### config.mk
export PLATFORM = sky130hd
export DESIGN_NAME = pcfg_bridge
export DESIGN_NICKNAME = d
export VERILOG_FILES = /design/src/rtl/pcfg_pkg.sv /design/src/rtl/pcfg_rst_sync.sv /design/src/rtl/pcfg_areg.sv /design/src/rtl/pcfg_decode.sv /design/src/rtl/pcfg_rdfmt.sv /design/src/rtl/pcfg_ctrl.sv /design/src/rtl/pcfg_bridge.sv
export SDC_FILE = /design/constraint.sdc
export NUM_CORES = 1
export LEC_CHECK = 0
export CORE_UTILIZATION = 40
export CTS_CLUSTER_DIAMETER = 30
export DETAILED_ROUTE_END_ITERATION = 6
export PLACE_DENSITY = 0.72
export RECOVER_POWER = 100
export SLEW_MARGIN = 0
export SYNTH_ARGS = -nofsm -noshare
export SYNTH_HDL_FRONTEND = slang
export SYNTH_SLANG_ARGS = --single-unit
export TNS_END_PERCENT = 10
### constraint.sdc
create_clock -name clk -period 5.22 [get_ports clk]
set_clock_uncertainty 0.05 [all_clocks]
set_input_delay 1.044 -clock clk [delete_from_list [all_inputs] [get_ports clk]]
set_output_delay 1.044 -clock clk [all_outputs]
set_load 0.01 [all_outputs]
### src/rtl/pcfg_pkg.sv
package pcfg_pkg;

  typedef enum logic [1:0] {
    ST_IDLE  = 2'd0,
    ST_ISSUE = 2'd1,
    ST_RESP  = 2'd2
  } pcfg_state_e;

  // Lengths the data window accepts
  function automatic logic len_supported(input logic [2:0] n);
    return (n == 3'd1) || (n == 3'd2) || (n == 3'd4);
  endfunction

endpackage

### src/rtl/pcfg_rst_sync.sv
module pcfg_rst_sync #(
  parameter int STAGES = 2
) (
  input  logic clk,
  input  logic rst_n,
  output logic rst_ns
);

  logic [STAGES-1:0] sync_q;

  always_ff @(posedge clk or negedge rst_n) begin
    if (!rst_n) sync_q <= '0;
    else        sync_q <= {sync_q[STAGES-2:0], 1'b1};
  end

  assign rst_ns = sync_q[STAGES-1];

endmodule

### src/rtl/pcfg_areg.sv
module pcfg_areg #(
  parameter int DW = 32
) (
  input  logic          clk,
  input  logic          rst_ns,
  input  logic          we,
  input  logic [DW-1:0] wdata,
  output logic [DW-1:0] q
);

  logic [DW-1:0] q_d;

  always_comb begin
    q_d = q;
    if (we) q_d = wdata;
  end

  always_ff @(posedge clk or negedge rst_ns) begin
    if (!rst_ns) q <= '0;
    else         q <= q_d;
  end

endmodule

### src/rtl/pcfg_decode.sv
module pcfg_decode #(
  parameter int DW        = 32,
  parameter int CFG_BYTES = 256,
  parameter int ID_W      = 8,
  localparam int LANES    = DW / 8,
  localparam int LW       = $clog2(LANES),
  localparam int LENW     = LW + 1,
  localparam int OFF_W    = $clog2(CFG_BYTES),
  localparam int DWORD_W  = OFF_W - LW
) (
  input  logic [DW-1:0]      areg,
  input  logic [LW-1:0]      lane,
  input  logic [LENW-1:0]    len,
  input  logic [DW-1:0]      wdata,
  output logic [ID_W-1:0]    bus,
  output logic [ID_W-1:0]    devfn,
  output logic [DWORD_W-1:0] dword,
  output logic [LW-1:0]      lo,
  output logic [LENW-1:0]    clip,
  output logic [LANES-1:0]   be,
  output logic [LENW-1:0]    nbytes,
  output logic [DW-1:0]      wdata_lane
);

  logic [OFF_W-1:0] off;
  logic [OFF_W:0]   room;

  assign bus   = areg[OFF_W+ID_W +: ID_W];
  assign devfn = areg[OFF_W +: ID_W];
  assign off   = areg[OFF_W-1:0] | {{(OFF_W-LW){1'b0}}, lane};
  assign dword = off[OFF_W-1:LW];
  assign lo    = off[LW-1:0];

  // Bytes left from the offset to the end of configuration space
  assign room  = (OFF_W+1)'(CFG_BYTES) - {1'b0, off};
  assign clip  = ((OFF_W+1)'(len) < room) ? len : LENW'(room);

  always_comb begin
    for (int i = 0; i < LANES; i++) begin
      be[i] = (i >= int'(lo)) && (i < int'(lo) + int'(clip));
    end
  end

  always_comb begin
    nbytes = '0;
    for (int i = 0; i < LANES; i++) begin
      nbytes = nbytes + LENW'(be[i]);
    end
  end

  assign wdata_lane = wdata << {lo, 3'b000};

endmodule

### src/rtl/pcfg_rdfmt.sv
module pcfg_rdfmt #(
  parameter int DW     = 32,
  localparam int LANES = DW / 8,
  localparam int LW    = $clog2(LANES),
  localparam int LENW  = LW + 1
) (
  input  logic [DW-1:0]   raw,
  input  logic [LW-1:0]   lo,
  input  logic [LENW-1:0] nbytes,
  output logic [DW-1:0]   fmt
);

  logic [DW-1:0] shifted;

  assign shifted = raw >> {lo, 3'b000};

  for (genvar j = 0; j < LANES; j++) begin : g_byte
    assign fmt[8*j +: 8] = (j < int'(nbytes)) ? shifted[8*j +: 8] : 8'h00;
  end

endmodule

### src/rtl/pcfg_ctrl.sv
module pcfg_ctrl
  import pcfg_pkg::*;
#(
  parameter int DW     = 32,
  localparam int LANES = DW / 8,
  localparam int LW    = $clog2(LANES),
  localparam int LENW  = LW + 1
) (
  input  logic            clk,
  input  logic            rst_ns,
  input  logic            h_valid,
  output logic            h_ready,
  input  logic            h_write,
  input  logic            h_sel_data,
  input  logic [LW-1:0]   h_lane,
  input  logic [LENW-1:0] h_len,
  input  logic [DW-1:0]   h_wdata,
  output logic            h_rsp_valid,
  output logic [DW-1:0]   h_rdata,
  input  logic [DW-1:0]   areg,
  input  logic [DW-1:0]   fmt_rdata,
  output logic            areg_we,
  output logic            req,
  output logic            wr,
  output logic [LW-1:0]   lane,
  output logic [LENW-1:0] len,
  output logic [DW-1:0]   wdata,
  input  logic            d_ack,
  input  logic            d_nodev
);

  pcfg_state_e    st_q, st_d;
  logic           wr_d;
  logic [LW-1:0]  lane_d;
  logic [LENW-1:0] len_d;
  logic [DW-1:0]  wdata_d, rsp_q, rsp_d;
  logic           accept, cap_en, rsp_en;

  assign accept  = h_valid && (st_q == ST_IDLE);
  assign areg_we = accept && h_write && !h_sel_data && (h_len == LENW'(LANES));

  always_comb begin
    st_d    = st_q;
    rsp_d   = rsp_q;
    rsp_en  = 1'b0;
    cap_en  = 1'b0;
    wr_d    = h_write;
    lane_d  = h_lane;
    len_d   = h_len;
    wdata_d = h_wdata;
    unique case (st_q)
      ST_IDLE: if (accept) begin
        cap_en = 1'b1;
        rsp_en = 1'b1;
        if (!h_sel_data) begin
          rsp_d = h_write ? '0 : areg;
          st_d  = ST_RESP;
        end else if (!areg[DW-1] || !len_supported(h_len)) begin
          rsp_d = h_write ? '0 : '1;
          st_d  = ST_RESP;
        end else begin
          rsp_d = '0;
          st_d  = ST_ISSUE;
        end
      end
      ST_ISSUE: if (d_ack) begin
        rsp_en = 1'b1;
        rsp_d  = wr ? '0 : (d_nodev ? '1 : fmt_rdata);
        st_d   = ST_RESP;
      end
      ST_RESP: st_d = ST_IDLE;
      default: st_d = ST_IDLE;
    endcase
  end

  always_ff @(posedge clk or negedge rst_ns) begin
    if (!rst_ns) begin
      st_q  <= ST_IDLE;
      rsp_q <= '0;
      wr    <= 1'b0;
      lane  <= '0;
      len   <= '0;
      wdata <= '0;
    end else begin
      st_q <= st_d;
      if (rsp_en) rsp_q <= rsp_d;
      if (cap_en) begin
        wr    <= wr_d;
        lane  <= lane_d;
        len   <= len_d;
        wdata <= wdata_d;
      end
    end
  end

  assign h_ready     = (st_q == ST_IDLE);
  assign h_rsp_valid = (st_q == ST_RESP);
  assign h_rdata     = rsp_q;
  assign req         = (st_q == ST_ISSUE);

endmodule

### src/rtl/pcfg_bridge.sv
module pcfg_bridge #(
  parameter int DW        = 32,
  parameter int CFG_BYTES = 256,
  parameter int ID_W      = 8,
  localparam int LANES    = DW / 8,
  localparam int LW       = $clog2(LANES),
  localparam int LENW     = LW + 1,
  localparam int OFF_W    = $clog2(CFG_BYTES),
  localparam int DWORD_W  = OFF_W - LW
) (
  input  logic               clk,
  input  logic               rst_n,
  input  logic               h_valid,
  output logic               h_ready,
  input  logic               h_write,
  input  logic               h_sel_data,
  input  logic [LW-1:0]      h_lane,
  input  logic [LENW-1:0]    h_len,
  input  logic [DW-1:0]      h_wdata,
  output logic               h_rsp_valid,
  output logic [DW-1:0]      h_rdata,
  output logic               d_req,
  input  logic               d_ack,
  input  logic               d_nodev,
  output logic               d_write,
  output logic [ID_W-1:0]    d_bus,
  output logic [ID_W-1:0]    d_devfn,
  output logic [DWORD_W-1:0] d_dword,
  output logic [LENW-1:0]    d_len,
  output logic [LANES-1:0]   d_be,
  output logic [DW-1:0]      d_wdata,
  input  logic [DW-1:0]      d_rdata
);

  logic            rst_ns;
  logic [DW-1:0]   addr_q;
  logic            areg_we;
  logic [LW-1:0]   cap_lane, lo;
  logic [LENW-1:0] cap_len, nbytes;
  logic [DW-1:0]   cap_wdata, fmt_rdata;

  pcfg_rst_sync #(.STAGES(2)) u_rst (
    .clk(clk), .rst_n(rst_n), .rst_ns(rst_ns)
  );

  pcfg_areg #(.DW(DW)) u_areg (
    .clk(clk), .rst_ns(rst_ns), .we(areg_we), .wdata(h_wdata), .q(addr_q)
  );

  pcfg_ctrl #(.DW(DW)) u_ctrl (
    .clk(clk), .rst_ns(rst_ns),
    .h_valid(h_valid), .h_ready(h_ready), .h_write(h_write),
    .h_sel_data(h_sel_data), .h_lane(h_lane), .h_len(h_len),
    .h_wdata(h_wdata), .h_rsp_valid(h_rsp_valid), .h_rdata(h_rdata),
    .areg(addr_q), .fmt_rdata(fmt_rdata), .areg_we(areg_we),
    .req(d_req), .wr(d_write), .lane(cap_lane), .len(cap_len),
    .wdata(cap_wdata), .d_ack(d_ack), .d_nodev(d_nodev)
  );

  pcfg_decode #(.DW(DW), .CFG_BYTES(CFG_BYTES), .ID_W(ID_W)) u_dec (
    .areg(addr_q), .lane(cap_lane), .len(cap_len), .wdata(cap_wdata),
    .bus(d_bus), .devfn(d_devfn), .dword(d_dword), .lo(lo),
    .clip(d_len), .be(d_be), .nbytes(nbytes), .wdata_lane(d_wdata)
  );

  pcfg_rdfmt #(.DW(DW)) u_fmt (
    .raw(d_rdata), .lo(lo), .nbytes(nbytes), .fmt(fmt_rdata)
  );

endmodule

==> summary by stage <==
Run status
The flow ran to the end, but the final reports show violations. The final reports fail on design-rule violations, max-capacitance violations, max-slew violations.

CTS
For this design, the CTS-stage hold fixing added 0 buffers. The TritonCTS clock tree is yes. The number of levels the H-tree was split into is 3. No sink is reached through more buffers than the 2 on the longest clock path. Clock latency on the worst-skew pair, taken at its later pin, is 0.37 ns. Clock tree synthesis found a total of 106 sinks.

Buffers inserted during clock tree synthesis total 9. The post-CTS clock slew at the launch and capture registers of the worst setup and hold paths is 0.08 ns. The tree is rooted in a clkbuf_16.

Critical path
On the critical path, the stage with the largest delay is an instance of dfrtp_1. The critical path crosses 19 cells after its start point. Tracing the worst setup path back leads to its startpoint at u_ctrl.lane[1]. The critical path's top delay family is simple AND/OR/NAND/NOR gates.

The critical path launch point type is a flip-flop. Counting both buffers and inverters, the worst setup path holds a total of 4. The worst register-to-register path ends at u_ctrl.h_rdata[22]. For the worst setup path, the data required time is 4.13 ns. The critical path is of the flip-flop to output port type.

Measured in cells, the most critical reg-to-reg path has a length of 26. The largest single stage delay on the critical path is 0.38 ns. At the worst endpoint, the arrival time is 3.97 ns. Along the worst path, the maximum fanout reaches 5. The minimum setup slack among reg-to-reg paths is 0.17 ns. Walking the worst path, the cells encountered are or2_4 > clkinv_4 > ha_4 > xnor2_4 > inv_2 > ha_4 > o21ai_2 > a21oi_2 > or2_4 > a21boi_2 > or2_4 > xnor2_4 > ha_4 > nor2_1 > o21ai_0 > nand4_4 > buf_4 > a32oi_1 > clkdlybuf4s15_1. The destination of the critical timing path is d_be[2]. The type of element capturing the critical path is an output port. The launch instance of the worst register-to-register path is u_ctrl.lane[1].

Die
The die extent in x is 125 um. For this configuration, the core starts out at a cell density of 41.4%. The die is 125 um tall. The floorplan step defined a core boundary enclosing 14,600 um2. The number of cell rows is 44.

The floorplan die area is 15,600 um2. For this design the top-level I/O count stands at 173.

Run
Max-cap violations in this run came to 3.

Global route
The via count of the first global-routing pass was 5,573. Global routing used 25.8% of the available tracks. The residual overflow from global routing is 0. Entering global routing, the biggest net connects 78 pins. The initial antenna violation count is 0.

The first global-routing pass estimated 31,200 um of wire.

Pwr
The power density normalized to cell area is 360 nW/um2. The switching power total is 1.11 mW. Net switching is 36.8% of the power. The standby leakage power is 3.57 nW. Internal power comes to 1.91 mW.

Of the total power, the clock network draws 23.0%. The sequential share of power is 35.8%. The relative contribution of combinational cells to total power is 41.2%. The maximum resistive drop on vdd is 178 uV.

Synth
For this run, the register share of the synthesized area comes to 43.8%. The share of synthesized flip-flops with an asynchronous set or reset is 100%. The netlist uses 47 different library cells. The instance count of the mapped netlist is 625. The mapped netlist covers 6060 um2.

In this run, synthesis inferred 0 flip-flops with an integrated enable. Synthesis inferred 106 register bits. Yosys printed 0 warnings. The average instance in the mapped netlist occupies 9.70 um2. The net count after synthesis is 710. The primary flip-flop cell chosen by synthesis mapping is dfrtp_1.

STA
The number of failing setup endpoints in the final timing report is 0. Counting I/O delays and the setup requirement, the final critical path takes 5.06 ns. In the finished design, the share of the clock period the worst path needs comes to 97.0%. The final max-slew violation count is 155. The slack of the critical path is 0.158 ns. The fmax is 198 MHz. The measured slew at the worst slew-check pin is 2.54 ns. The headroom to the max-slew limit is -69.4%. The hold violation total from the final report was 0.

Routing
Dividing the detail-routed wire length by the instance count gives 21.4 um. The via count is 5,604. The detailed router's first-iteration violation count is 515. Wires add up to 20,400 um. The number of detailed-routing iterations run before antenna repair is 7. After detailed routing, the number of remaining DRC violations is 22. The count of nets left with antenna violations after detail routing is 0. The vias per cell is 5.89.

Layout
Of the cells placed in the final design, the portion with a size suffix greater than 1 is 20.4%. The finished cells cover 8390 um2. The count of antenna diodes in the layout is 0.

Compared with the post-synthesis result, the final layout area differs by 38.4%. The net count of the finished layout is 848. Fill cells in the final layout number 1,296.

Placed design
The estimated wirelength of the detail-placed design is 14,500 um. The worst setup timing slack at the placement stage is -0.0759 ns. The final weighted congestion in routability-driven placement is 0.934. The placed instances occupy a cell area of 7910 um2. The count of input and output buffers is 172.

Worst hold path
The min-delay analysis places its worst path in the category flip-flop to flip-flop.
[metrics by stage]
stage / setup TNS, ns / std cells / hold WS, ns / power (mW) / util (%)
after floorplan: -1.76 / 625 / 0.281 / 1.78 / -
after global placement: 0 / 926 / 0.196 / 2.27 / 54.0
after detailed placement: -0.343 / 926 / 0.203 / 2.30 / 54.0
after CTS: -0.0729 / 944 / 0.215 / 3.01 / 56.3
after global routing: -0.122 / 952 / 0.323 / 3.16 / 57.3
final: 0 / 952 / 0.305 / 3.02 / 57.3
[placed cells by master, fill, tap and decap left out, types with 5 or more instances in the layout]
master           instances
inv_1                    5
a31oi_1                  8
nor2_1                   7
o2bb2ai_1                8
o21a_1                  33
mux2i_1                 16
and3_1                  17
ha_4                     5
clkbuf_16                9
a21oi_1                 71
buf_4                   20
a21oi_2                  6
dlygate4sd3_1           87
o21ai_0                 12
mux2_2                  70
nand2_1                 94
nand3_1                  9
dfrtp_1                106
o221ai_1                30
clkdlybuf4s50_1         81
[layout make-up]
type	instances	area [um2]	share of cell area, %
clock buffer	9	225	2.69
multi-input combinational	437	3240	38.7
clock inverter	7	76.3	0.910
tap	184	230	2.75
timing repair buffer	199	1920	22.8
inverter	10	42.5	0.507
sequential	106	2650	31.6
[logic make-up (layout without fill, tap and decap cells)]
| family | count (synthesis) | after routing | synth area share (%) |
|---|---|---|---|
| mux | 86 | 86 | 15.7 |
| other cells | 1 | 1 | 0.0619 |
| simple gates | 157 | 157 | 11.9 |
| buf+inv | 82 | 225 | 6.73 |
| compound gates | 181 | 181 | 19.5 |
| fa+ha+maj | 9 | 9 | 1.98 |
| flops | 106 | 106 | 43.8 |
| xor+xnor | 3 | 3 | 0.434 |
[what timing repair did]
| item | 4_1_cts | 5_1_grt |
|---|---|---|
| setup buffers | 2 | 8 |
| gates cloned | 0 | 0 |
| pin swaps | 2 | 16 |
| gates resized for setup | 8 | 19 |
| setup endpoints to repair | 12 | 36 |
[flip-flops by register name, indices dropped and copies added (netlist names)]
register / flops
u_rst.sync_q: 2
u_ctrl.lane: 2
u_ctrl.h_rdata: 32
u_ctrl.wr: 1
u_ctrl.wdata: 32
u_ctrl.st_q: 2
u_ctrl.len: 3
u_areg.q: 32
[how the worst min path moves through the flow]
stage	cells after the start	startpoint	slack [ns]	end
after detailed placement	0	u_rst.sync_q[1]	0.20	u_areg.q[22]
after floorplan	0	u_rst.sync_q[0]	0.28	u_rst.sync_q[1]
after global placement	0	u_rst.sync_q[1]	0.20	u_areg.q[22]
final	0	u_rst.sync_q[0]	0.31	u_rst.sync_q[1]
after CTS	0	u_rst.sync_q[1]	0.22	u_areg.q[22]
after global routing	0	u_rst.sync_q[0]	0.32	u_rst.sync_q[1]
[power by group through the flow]
stage                     Combinational, mW  Clock [mW]  Sequential, mW
after floorplan                       0.703           0            1.07
after global placement                 1.18           0            1.09
after detailed placement               1.20           0            1.10
after CTS                              1.22       0.706            1.08
after global routing                   1.33       0.735            1.10
final                                  1.24       0.695            1.08
[layer usage]
| layer | GRT usage, % | share of wire [%] | vias up |
|---|---|---|---|
| met5 | 0 | 0 | - |
| met4 | 10.2 | 3.1 | 0 |
| met3 | 5.52 | 8.2 | 46 |
| met2 | 41.1 | 46 | 308 |
| met1 | 34.4 | 43 | 2733 |
| li1 | - | - | 2517 |
[cell usage after synthesis, drive strengths merged (2+ instances only)]
cell     instances  area [um2]
and3            17         106
o21a            33         248
dfrtp          106        2650
o2bb2ai          8        70.1
nand2b           3        18.8
and2             2        12.5
or2              3        18.8
nor2b            2        12.5
a21oi           77         389
o21ai           14        70.1
clkbuf          40         150
buf             32         215
nand2           99         372
inv             10        42.5
a211oi           2        15.0
xnor2            3        26.3
nor3             4        20.0
nor2            10        40.0
nand4            3        25.0
o221ai          32         280
mux2i           16         160
a31oi            9        56.3
ha               8         100
nand3            9        45.0
mux2            70         788
(Power assumes the default switching activity.)
